File: config.mk
export PLATFORM = sky130hd
export DESIGN_NAME = twopat_phase_ctrl
export DESIGN_NICKNAME = d
export VERILOG_FILES = /design/src/rtl/ptpc_pkg.sv /design/src/rtl/ptpc_width_decode.sv /design/src/rtl/ptpc_match.sv /design/src/rtl/ptpc_seq.sv /design/src/rtl/twopat_phase_ctrl.sv
export SDC_FILE = /design/constraint.sdc
export NUM_CORES = 1
export LEC_CHECK = 0
export CORE_MARGIN = 2
export CORE_UTILIZATION = 50
export DETAILED_ROUTE_END_ITERATION = 8
export DONT_BUFFER_PORTS = 1
export SLEW_MARGIN = 20
export SYNTH_ARGS = -nofsm -noshare
export SYNTH_HDL_FRONTEND = slang
export SYNTH_SLANG_ARGS = --single-unit
File: constraint.sdc
create_clock -name clk -period 6.2 [get_ports clk]
set_clock_uncertainty 0.05 [all_clocks]
set_input_delay 1.24 -clock clk [delete_from_list [all_inputs] [get_ports clk]]
set_output_delay 1.24 -clock clk [all_outputs]
set_load 0.05 [all_outputs]
File: src/rtl/ptpc_pkg.sv
package ptpc_pkg;

    typedef enum logic [2:0] {
        ST_IDLE,
        ST_INIT,
        ST_RUN1,
        ST_RUN2,
        ST_RUN3,
        ST_DONE
    } ctl_state_e;

    typedef struct packed {
        logic cnt_rst;
        logic cnt_hold;
        logic cnt_half;
        logic acc_clr;
        logic acc_set;
        logic done;
    } ctl_cmd_t;

    localparam ctl_cmd_t CMD_NONE = '{cnt_rst: 1'b0, cnt_hold: 1'b0, cnt_half: 1'b0,
                                      acc_clr: 1'b0, acc_set: 1'b0, done: 1'b0};

    function automatic logic [1:0] phase_of(ctl_state_e s);
        case (s)
            ST_RUN1: return 2'd1;
            ST_RUN2: return 2'd2;
            ST_RUN3: return 2'd3;
            default: return 2'd0;
        endcase
    endfunction

endpackage

File: src/rtl/ptpc_width_decode.sv
module ptpc_width_decode #(
    parameter int N = 16
) (
    input  logic         clk,
    input  logic         rst,
    input  logic         load,
    input  logic [N-1:0] pe_sel,
    output logic         pe_ok,
    output logic [N-1:0] grp_mask
);
    logic [N-1:0] mask_d;

    // bit i of the mask is set when the selected position is i or above
    for (genvar i = 0; i < N; i++) begin : g_therm
        assign mask_d[i] = |(pe_sel >> i);
    end

    assign pe_ok = $onehot(pe_sel) && !pe_sel[0];

    always_ff @(posedge clk) begin
        if (rst)       grp_mask <= '0;
        else if (load) grp_mask <= mask_d;
    end

    AST_MASK_LOADED: assert property (@(posedge clk) disable iff (rst)
        load |=> (grp_mask[0] && grp_mask[1] && $countones(grp_mask) >= 2));

endmodule

File: src/rtl/ptpc_match.sv
module ptpc_match #(
    parameter int N         = 16,
    parameter bit FULL_ONES = 1'b1
) (
    input  logic [N-1:0] grp_mask,
    input  logic [N-1:0] cnt_val,
    input  logic [N-1:0] acc_val,
    output logic         cnt_wrap,
    output logic         cnt_top,
    output logic         acc_full
);
    logic [N-1:0] cnt_low;
    logic [N-1:0] wrap_val;

    assign cnt_low  = cnt_val & grp_mask;
    assign wrap_val = grp_mask - N'(2);
    assign cnt_wrap = (cnt_low == wrap_val);
    assign cnt_top  = (cnt_low == grp_mask);

    if (FULL_ONES) begin : g_full_and
        assign acc_full = &acc_val;
    end else begin : g_masked
        assign acc_full = ((acc_val & grp_mask) == grp_mask);
    end

endmodule

File: src/rtl/ptpc_seq.sv
module ptpc_seq
    import ptpc_pkg::*;
(
    input  logic       clk,
    input  logic       rst,
    input  logic       start,
    input  logic       pe_ok,
    input  logic       cnt_wrap,
    input  logic       cnt_top,
    input  logic       acc_full,
    output logic       load,
    output ctl_cmd_t   cmd,
    output logic [1:0] phase_o
);
    ctl_state_e state_q, state_d;
    logic       half_q, half_d;
    logic       accept;

    assign accept  = start && pe_ok;
    assign phase_o = phase_of(state_q);

    always_comb begin
        cmd     = CMD_NONE;
        state_d = state_q;
        half_d  = half_q;
        load    = 1'b0;
        unique case (state_q)
            ST_IDLE: begin
                cmd.cnt_hold = 1'b1;
                if (accept) begin
                    load    = 1'b1;
                    state_d = ST_INIT;
                end
            end
            ST_INIT: begin
                cmd.cnt_rst  = 1'b1;
                cmd.cnt_hold = 1'b1;
                cmd.acc_set  = 1'b1;
                state_d      = ST_RUN1;
            end
            ST_RUN1: begin
                if (cnt_wrap) begin
                    if (acc_full) state_d     = ST_RUN2;
                    else          cmd.cnt_rst = 1'b1;
                end
            end
            ST_RUN2: begin
                if (acc_full) begin
                    cmd.cnt_rst = 1'b1;
                    cmd.acc_clr = 1'b1;
                    half_d      = 1'b0;
                    state_d     = ST_RUN3;
                end else begin
                    cmd.cnt_hold = 1'b1;
                end
            end
            ST_RUN3: begin
                cmd.cnt_half = 1'b1;
                if (cnt_top && acc_full) begin
                    cmd.done     = 1'b1;
                    cmd.cnt_hold = 1'b1;
                    state_d      = ST_DONE;
                end else if (!half_q) begin
                    cmd.cnt_hold = 1'b1;
                    half_d       = 1'b1;
                end else begin
                    cmd.acc_clr = 1'b1;
                    half_d      = 1'b0;
                end
            end
            ST_DONE: begin
                cmd.cnt_hold = 1'b1;
                cmd.done     = 1'b1;
                if (accept) begin
                    load    = 1'b1;
                    state_d = ST_INIT;
                end
            end
            default: state_d = ST_IDLE;
        endcase
    end

    always_ff @(posedge clk) begin
        if (rst) begin
            state_q <= ST_IDLE;
            half_q  <= 1'b0;
        end else begin
            state_q <= state_d;
            half_q  <= half_d;
        end
    end

    AST_DONE_STICKY: assert property (@(posedge clk) disable iff (rst)
        (cmd.done && !start) |=> cmd.done);

    AST_PHASE_ORDER: assert property (@(posedge clk) disable iff (rst)
        (phase_o != $past(phase_o)) |-> (phase_o == 2'd0 || phase_o == 2'($past(phase_o) + 2'd1)));

    AST_P3_ALTERNATE: assert property (@(posedge clk) disable iff (rst)
        (phase_o == 2'd3 && $past(phase_o) == 2'd3 && !cmd.done) |-> (cmd.acc_clr != $past(cmd.acc_clr)));

    AST_DONE_AT_TOP: assert property (@(posedge clk) disable iff (rst)
        $rose(cmd.done) |-> (cnt_top && acc_full));

endmodule

File: src/rtl/twopat_phase_ctrl.sv
module twopat_phase_ctrl
    import ptpc_pkg::*;
#(
    parameter int N         = 16,
    parameter bit FULL_ONES = 1'b1
) (
    input  logic         clk,
    input  logic         rst,
    input  logic         start,
    input  logic [N-1:0] pe_sel,
    input  logic [N-1:0] cnt_val,
    input  logic [N-1:0] acc_val,
    output logic         cnt_rst,
    output logic         cnt_hold,
    output logic         cnt_half,
    output logic         acc_clr,
    output logic         acc_set,
    output logic         test_done,
    output logic [1:0]   phase
);
    logic         pe_ok;
    logic         load;
    logic [N-1:0] grp_mask;
    logic         cnt_wrap;
    logic         cnt_top;
    logic         acc_full;
    ctl_cmd_t     cmd;

    ptpc_width_decode #(.N(N)) u_decode (
        .clk      (clk),
        .rst      (rst),
        .load     (load),
        .pe_sel   (pe_sel),
        .pe_ok    (pe_ok),
        .grp_mask (grp_mask)
    );

    ptpc_match #(.N(N), .FULL_ONES(FULL_ONES)) u_match (
        .grp_mask (grp_mask),
        .cnt_val  (cnt_val),
        .acc_val  (acc_val),
        .cnt_wrap (cnt_wrap),
        .cnt_top  (cnt_top),
        .acc_full (acc_full)
    );

    ptpc_seq u_seq (
        .clk      (clk),
        .rst      (rst),
        .start    (start),
        .pe_ok    (pe_ok),
        .cnt_wrap (cnt_wrap),
        .cnt_top  (cnt_top),
        .acc_full (acc_full),
        .load     (load),
        .cmd      (cmd),
        .phase_o  (phase)
    );

    assign cnt_rst   = cmd.cnt_rst;
    assign cnt_hold  = cmd.cnt_hold;
    assign cnt_half  = cmd.cnt_half;
    assign acc_clr   = cmd.acc_clr;
    assign acc_set   = cmd.acc_set;
    assign test_done = cmd.done;

endmodule

* Word level (Yosys, flattened, before mapping)
Cells that the tools add are included.
** Operators by class
- Add/sub/neg operators :: 16
- Eq/ne operators :: 14
- Multiplexer cells :: 26
- Bitwise gates (word level) :: 1
- Reductions and logical operators :: 26
** Operators with widths (count)
- 16-bit == test :: 2
- 1-bit by 1-bit adder with 2-bit output :: 8
- 16-bit bitwise AND :: 1
- 16-bit AND reduction :: 1
- 16-bit OR reduction :: 1
- 16-bit by 2-bit subtractor with 16-bit output (second input constant) :: 1
- 3-bit 2-to-1 mux :: 5
- 3-bit one-hot mux with 5 select lines :: 1
- 15-bit OR reduction :: 1
- 1-bit 2-to-1 mux :: 14
- 14-bit OR reduction :: 1
- 13-bit OR reduction :: 1
- 2-bit by 2-bit adder with 3-bit output :: 4
- 12-bit OR reduction :: 1
- 11-bit OR reduction :: 1
- 10-bit OR reduction :: 1
- 9-bit OR reduction :: 1
- 3-bit by 3-bit adder with 4-bit output :: 2
- 2-bit by 1-bit inequality test with 1-bit output (second input constant) :: 4
- 8-bit OR reduction :: 1
- 7-bit OR reduction :: 1
- 3-bit by 2-bit == test with 1-bit output (second input constant) :: 2
- 3-bit == test (second input constant) :: 2
- 1-bit one-hot mux with 2 select lines :: 3
- other kinds (17) :: 23
** Storage, ports and cells
- Register bits after elaboration :: 20
- Input port bits :: 51
- Output and inout bits :: 8

* Longest topological paths before layout
- Depth in word-level cells :: 9
- Gate-level depth with buffers :: 17

* Cells and area by module
A second synthesis with hierarchy kept.
** Second synthesis, totals
- Cells, all modules :: 241
- Area total of the unflattened synthesis :: 1970.6 µm²
** By module, submodules not included
- ptpc_width_decode :: instances 1, cells an instance 138, area each 1263.7 µm², sequential area each 320.3 µm²
- ptpc_match :: instances 1, cells an instance 55, area each 355.3 µm², sequential area each 0.0 µm²
- ptpc_seq :: instances 1, cells an instance 48, area each 351.6 µm², sequential area each 80.1 µm²

* Least setup slack after synthesis
Ideal clock, no wire load.
- Kind :: input-to-reg
- From :: input pe_sel[5]
- To :: register u_decode.grp_mask[7]
- Setup time :: 0.086 ns
- Arrival :: 5.343 ns
- Setup slack :: 0.722 ns
- Cell stages on the path :: 17
- Path buffers :: 1
- Cell sequence :: inv_1 > fa_1 > inv_1 > fa_1 > fa_1 > inv_1 > fa_1 > inv_1 > ha_1 > fa_1 > nor4_1 > and3_1 > o21ai_1 > a211oi_2 > buf_2 > nor2_1 > a211oi_1
** Between the ends
- Cells in the longest elaborated chain, start to end :: 9
** RTL lines
- from (decl) :: line twopat_phase_ctrl.sv:10 : input logic [N-1:0] pe_sel,
- 1-bit by 1-bit adder with 2-bit output (implied by the code) :: line ptpc_width_decode.sv:18 : assign pe_ok = $onehot(pe_sel) && !pe_sel[0];
- 2-bit by 2-bit adder with 3-bit output (implied by the code) :: line ptpc_width_decode.sv:18
- 3-bit by 3-bit adder with 4-bit output (implied by the code) :: line ptpc_width_decode.sv:18
- 4-bit by 4-bit adder with 5-bit output (implied by the code) :: line ptpc_width_decode.sv:18
- 5-bit by 1-bit == test with 1-bit output :: line ptpc_width_decode.sv:18
- 1-bit logical AND :: line ptpc_width_decode.sv:18
- 1-bit logical AND :: line ptpc_seq.sv:19 : assign accept = start && pe_ok;
- 1-bit 2-to-1 mux :: line ptpc_seq.sv:30, ptpc_seq.sv:74
- 1-bit 2-to-1 mux
- to (signal assigned) :: line ptpc_width_decode.sv:22 : else if (load) grp_mask <= mask_d;
- to (decl) :: line ptpc_width_decode.sv:9 : output logic [N-1:0] grp_mask
Every way passes these cells.
A chain may end at the register's enable or synchronous reset.

* Worst setup path after layout
- From :: input pe_sel[5]
- To :: register u_decode.grp_mask[0]
** Between the ends
- Cells in the longest elaborated chain, start to end :: 9
- Elaborated cells on any way between the ends :: 10
- Classes of those cells :: 4 x add/sub; 1 x eq/ne; 2 x mux; 3 x reduce/logical
** RTL lines (line)
- 1-bit by 1-bit adder with 2-bit output (implied by the code) :: ptpc_width_decode.sv:18
- 2-bit by 2-bit adder with 3-bit output (implied by the code) :: ptpc_width_decode.sv:18
- 3-bit by 3-bit adder with 4-bit output (implied by the code) :: ptpc_width_decode.sv:18
- 4-bit by 4-bit adder with 5-bit output (implied by the code) :: ptpc_width_decode.sv:18
- 5-bit by 1-bit == test with 1-bit output :: ptpc_width_decode.sv:18
- 1-bit logical AND :: ptpc_width_decode.sv:18
- 1-bit logical AND :: ptpc_seq.sv:19
- 1-bit 2-to-1 mux :: ptpc_seq.sv:30, ptpc_seq.sv:74
- 1-bit 2-to-1 mux
Parallel ways exist; a longest one is shown, timed or not.

==> metrics.txt <==
# TYPE chip_impl_metric gauge
chip_impl_metric{name="worstPathRequired",unit="ns"} 6.28
chip_impl_info{name="post-synth-top-area-cell",value="dfxtp_1"} 1
chip_impl_metric{name="n_antenna_cell",unit=""} 0
chip_impl_metric{name="ys_ff_latch",unit=""} 20
chip_impl_info{name="critPathCaptureType",value="flop"} 1
chip_impl_metric{name="cp_max_fo",unit=""} 28
chip_impl_metric{name="critical_path_arrival",unit="ns"} 5.36
chip_impl_metric{name="synth-warning-count",unit=""} 0
chip_impl_info{name="crit_path_cell_trace",value="inv_1 -> fa_1 -> inv_1 -> fa_1 -> fa_1 -> inv_1 -> fa_1 -> inv_1 -> ha_1 -> fa_1 -> nor4_1 -> and3_1 -> o21ai_1 -> a211oi_2 -> buf_4 -> nor3b_4 -> a211oi_1"} 1
chip_impl_metric{name="floorplan.rows",unit=""} 22
chip_impl_metric{name="timing_hold_violations_final",unit=""} 0
chip_impl_metric{name="largest_net_degree_at_the_start_of_global_routing",unit=""} 29
chip_impl_metric{name="number_of_antenna_violating_nets_in_the_routed_design",unit=""} 0
chip_impl_metric{name="number_of_antenna_violations_at_the_first_check_in_global_routing",unit=""} 0
chip_impl_metric{name="cp_slowest_stage_delay",unit="ns"} 0.52
chip_impl_metric{name="die_h",unit="µm"} 65.51
chip_impl_metric{name="numCtsBuffers",unit=""} 3
chip_impl_metric{name="h-tree-depth",unit=""} 1
chip_impl_metric{name="final.hold.worst_slack",unit="ns"} 0.4476
chip_impl_metric{name="vias_after_detailed_routing",unit=""} 1779
chip_impl_metric{name="vdd_drop_max",unit="µV"} 164.7
chip_impl_metric{name="worst_skew_pair.late_latency",unit="ns"} 0.25
chip_impl_info{name="ys.flop_type",value="dfxtp_1"} 1
chip_impl_metric{name="synth.net_count",unit=""} 314
chip_impl_metric{name="sequential_cell_area",unit="µm²"} 400.4
chip_impl_info{name="endpoint",value="u_decode.grp_mask[0]$_SDFFE_PP0P_"} 1
chip_impl_metric{name="syn_to_final_growth",unit="%"} 5.225
chip_impl_info{name="mostFrequentLayoutCell",value="inv_1"} 1
chip_impl_metric{name="post_route_cells_drive_above_1_share",unit="%"} 6.557
chip_impl_metric{name="io_buffer_count",unit=""} 0
chip_impl_metric{name="ys_types",unit=""} 51
chip_impl_metric{name="post-route-min-period",unit="ns"} 5.271
chip_impl_metric{name="timing.slew.headroom",unit="%"} 29.27
chip_impl_metric{name="area_share_of_the_largest_cell_type_after_synthesis",unit="%"} 21.16
chip_impl_metric{name="synthesis.area_per_instance",unit="µm²"} 7.690
chip_impl_metric{name="core",unit="µm²"} 3661
chip_impl_metric{name="dp.final_hpwl",unit="µm"} 3796
chip_impl_metric{name="critPathBufInv",unit=""} 5
chip_impl_metric{name="vias_in_the_first_global_route",unit=""} 1757
chip_impl_info{name="most-common-layout-cells",value="inv_1, nor2_1, dfxtp_1"} 1
chip_impl_metric{name="fp.dieArea",unit="µm²"} 4292
chip_impl_info{name="r2r_end",value="u_seq.state_q[0]$_SDFFE_PP0P_"} 1
chip_impl_metric{name="reg2reg_setup_slack",unit="ns"} 3.70
chip_impl_info{name="timing.rr.start",value="u_decode.grp_mask[2]$_SDFFE_PP0P_"} 1
chip_impl_metric{name="multi_input_area",unit="µm²"} 1336
chip_impl_info{name="worst_path_most_repeated_cell",value="fa_1"} 1
chip_impl_metric{name="worst_reg_to_reg_path_cell_count",unit=""} 8
chip_impl_metric{name="post-route-period-util",unit="%"} 85.02
chip_impl_metric{name="detail_route.vias_per_cell",unit=""} 6.092
chip_impl_metric{name="post_dp_cell_area",unit="µm²"} 1936
chip_impl_info{name="ys_top_cells_by_area",value="dfxtp_1, fa_1, inv_1, nor2_1, ha_1"} 1
chip_impl_info{name="outcome",value="finished, final reports clean"} 1
chip_impl_metric{name="setup_total_negative_slack",unit="ns"} 0
chip_impl_metric{name="ys_seq_area_share",unit="%"} 21.16
chip_impl_metric{name="nets",unit=""} 313
chip_impl_metric{name="max_clock_freq",unit="GHz"} 0.1897
chip_impl_metric{name="sum_of_internal_switching_and_leakage_power",unit="mW"} 0.6750
chip_impl_metric{name="drc",unit=""} 0
chip_impl_metric{name="initial_core_utilization",unit="%"} 51.67
chip_impl_metric{name="fin_area",unit="µm²"} 1991
chip_impl_metric{name="postSynthCellCount",unit=""} 246
chip_impl_metric{name="grt_first_pass_wirelength",unit="µm"} 7534
chip_impl_info{name="startpoint_kind_of_the_worst_setup_timing_path",value="primary input"} 1
chip_impl_metric{name="count_of_final_max_slew_check_failures",unit=""} 0
chip_impl_metric{name="number_of_enable_flip_flop_cells_after_synthesis",unit=""} 0
chip_impl_metric{name="globalRoute.totalOverflow",unit=""} 0
chip_impl_metric{name="clock_sinks",unit=""} 20
chip_impl_info{name="hold_path_class",value="flop to flop"} 1
chip_impl_metric{name="max_slew.worst_pin.slew",unit="ns"} 1.077
chip_impl_metric{name="worstSetupPathDepth",unit=""} 17
chip_impl_metric{name="postCtsSetupRepairBufs",unit=""} 0
chip_impl_metric{name="overall_fraction_of_global_route_tracks_in_use",unit="%"} 22.33
chip_impl_metric{name="p_leak",unit="nW"} 0.7585
chip_impl_info{name="setup.worst_path.start",value="pe_sel[5]"} 1
chip_impl_metric{name="layout.core_utilization",unit="%"} 54.37
chip_impl_metric{name="die_w",unit="µm"} 65.51
chip_impl_metric{name="drt_iter0_drc",unit=""} 142
chip_impl_metric{name="detailedRoute.firstPassIterationCount",unit=""} 4
chip_impl_metric{name="routedWlPerCell",unit="µm"} 15.53
chip_impl_info{name="critical_path.top_delay_family",value="adder cells"} 1
chip_impl_metric{name="ctsResizeCount",unit=""} 0
chip_impl_info{name="grt_setup_unrepaired",value="no"} 1
chip_impl_metric{name="pwr_density_cell",unit="nW/µm²"} 339.1
chip_impl_metric{name="top_level_ports",unit=""} 59
chip_impl_metric{name="path_clk_slew",unit="ns"} 0.07
chip_impl_metric{name="drt_total_wl",unit="µm"} 4535
chip_impl_metric{name="clockBufferDepth",unit=""} 2
chip_impl_metric{name="area_of_the_mapped_netlist",unit="µm²"} 1892
chip_impl_info{name="cpMaxStageDelayCell",value="fa_1"} 1
chip_impl_info{name="tritoncts",value="yes"} 1
chip_impl_metric{name="setup-violations-final",unit=""} 0
chip_impl_metric{name="gp_congestion",unit=""} 0.9305
chip_impl_metric{name="asyncSetResetFlopFracSynth",unit="%"} 0
chip_impl_metric{name="cap_violations",unit=""} 0
chip_impl_info{name="clock-root-buffer",value="clkbuf_8"} 1
chip_impl_info{name="setup.worst_path.class",value="primary input to flop"} 1
chip_impl_metric{name="cts.hold.buffers_added",unit=""} 0
chip_impl_metric{name="layout.filler_cells",unit=""} 384
==> kinds of logic (layout without fill, tap and decap cells) <==
kind of cell               after synthesis  in the layout  share of synthesized area (%)
and+or+nand+nor                        113            113                          33.73
AOI/OAI and AO/OA                       50             50                          19.25
buffers and inverters                   41             39                          8.201
DFF                                     20             20                          21.16
adders and majority gates               17             17                          15.21
xor gates and xnor gates                 3              3                          1.389
muxes                                    2              2                          1.058
==> synthesized netlist by cell type (6+ instances only) <==
library cell,instances
nor4_1,7
o21ai_0,6
nand4_1,8
dfxtp_1,20
a21oi_1,6
fa_1,10
a211oi_1,10
nor3_1,10
clkbuf_1,7
nor2b_1,7
ha_1,7
inv_1,33
nand3_1,7
nor2_1,32
nand2_1,12
nand2b_1,8
==> power by group <==
| part | internal [mW] | switching [mW] |
|---|---|---|
| Combinational | 0.158 | 0.235 |
| Clock | 0.0563 | 0.0376 |
| Sequential | 0.149 | 0.0381 |
| Total | 0.364 | 0.311 |
==> area by class of cell <==
type	instances	share of cell area, %
Clock buffer	4	2.766
Inverter	33	6.223
Multi-Input combinational cell	185	67.13
Sequential cell	20	20.11
Tap cell	48	3.017
Timing Repair Buffer	2	0.7542
==> metal layers <==
layer | GRT usage, % | vias to the layer above | share of wire, %
li1 | - | 879 | -
met1 | 28.71 | 816 | 43
met2 | 38.14 | 74 | 48
met4 | 7.552 | 0 | 2.1
met3 | 3.425 | 10 | 7.0
met5 | 0 | - | 0
==> registers in the layout (all words and copies together) (netlist names) <==
register and cells:
u_decode.grp_mask 16, u_seq.state_q 3, u_seq.half_q 1
==> stage by stage <==
step	worst slack, ns	instances
floorplan	0.7219	246
global placement	0.7622	288
detailed placement	0.6784	288
CTS	0.9145	292
global route	0.5875	292
finish	0.9288	292
==> worst min-delay path, cell delays in order, from the launching register on <==
cell and delay [ns]:
dfxtp_1 0.31, nor2_1 0.09, a211oi_1 0.05
==> how the worst min path moves through the flow <==
| stage | slack (ns) | startpoint | end | depth (start not counted) |
|---|---|---|---|---|
| floorplan | 0.41 | u_decode.grp_mask[15]$_SDFFE_PP0P_ | u_decode.grp_mask[15]$_SDFFE_PP0P_ | 2 |
| global placement | 0.44 | u_decode.grp_mask[15]$_SDFFE_PP0P_ | u_decode.grp_mask[15]$_SDFFE_PP0P_ | 2 |
| detailed placement | 0.44 | u_decode.grp_mask[0]$_SDFFE_PP0P_ | u_decode.grp_mask[0]$_SDFFE_PP0P_ | 2 |
| CTS | 0.45 | u_decode.grp_mask[0]$_SDFFE_PP0P_ | u_decode.grp_mask[0]$_SDFFE_PP0P_ | 2 |
| global route | 0.49 | u_decode.grp_mask[0]$_SDFFE_PP0P_ | u_decode.grp_mask[0]$_SDFFE_PP0P_ | 2 |
| finish | 0.45 | u_decode.grp_mask[0]$_SDFFE_PP0P_ | u_decode.grp_mask[0]$_SDFFE_PP0P_ | 2 |
No activity file was read; power rests on OpenSTA's default activity.
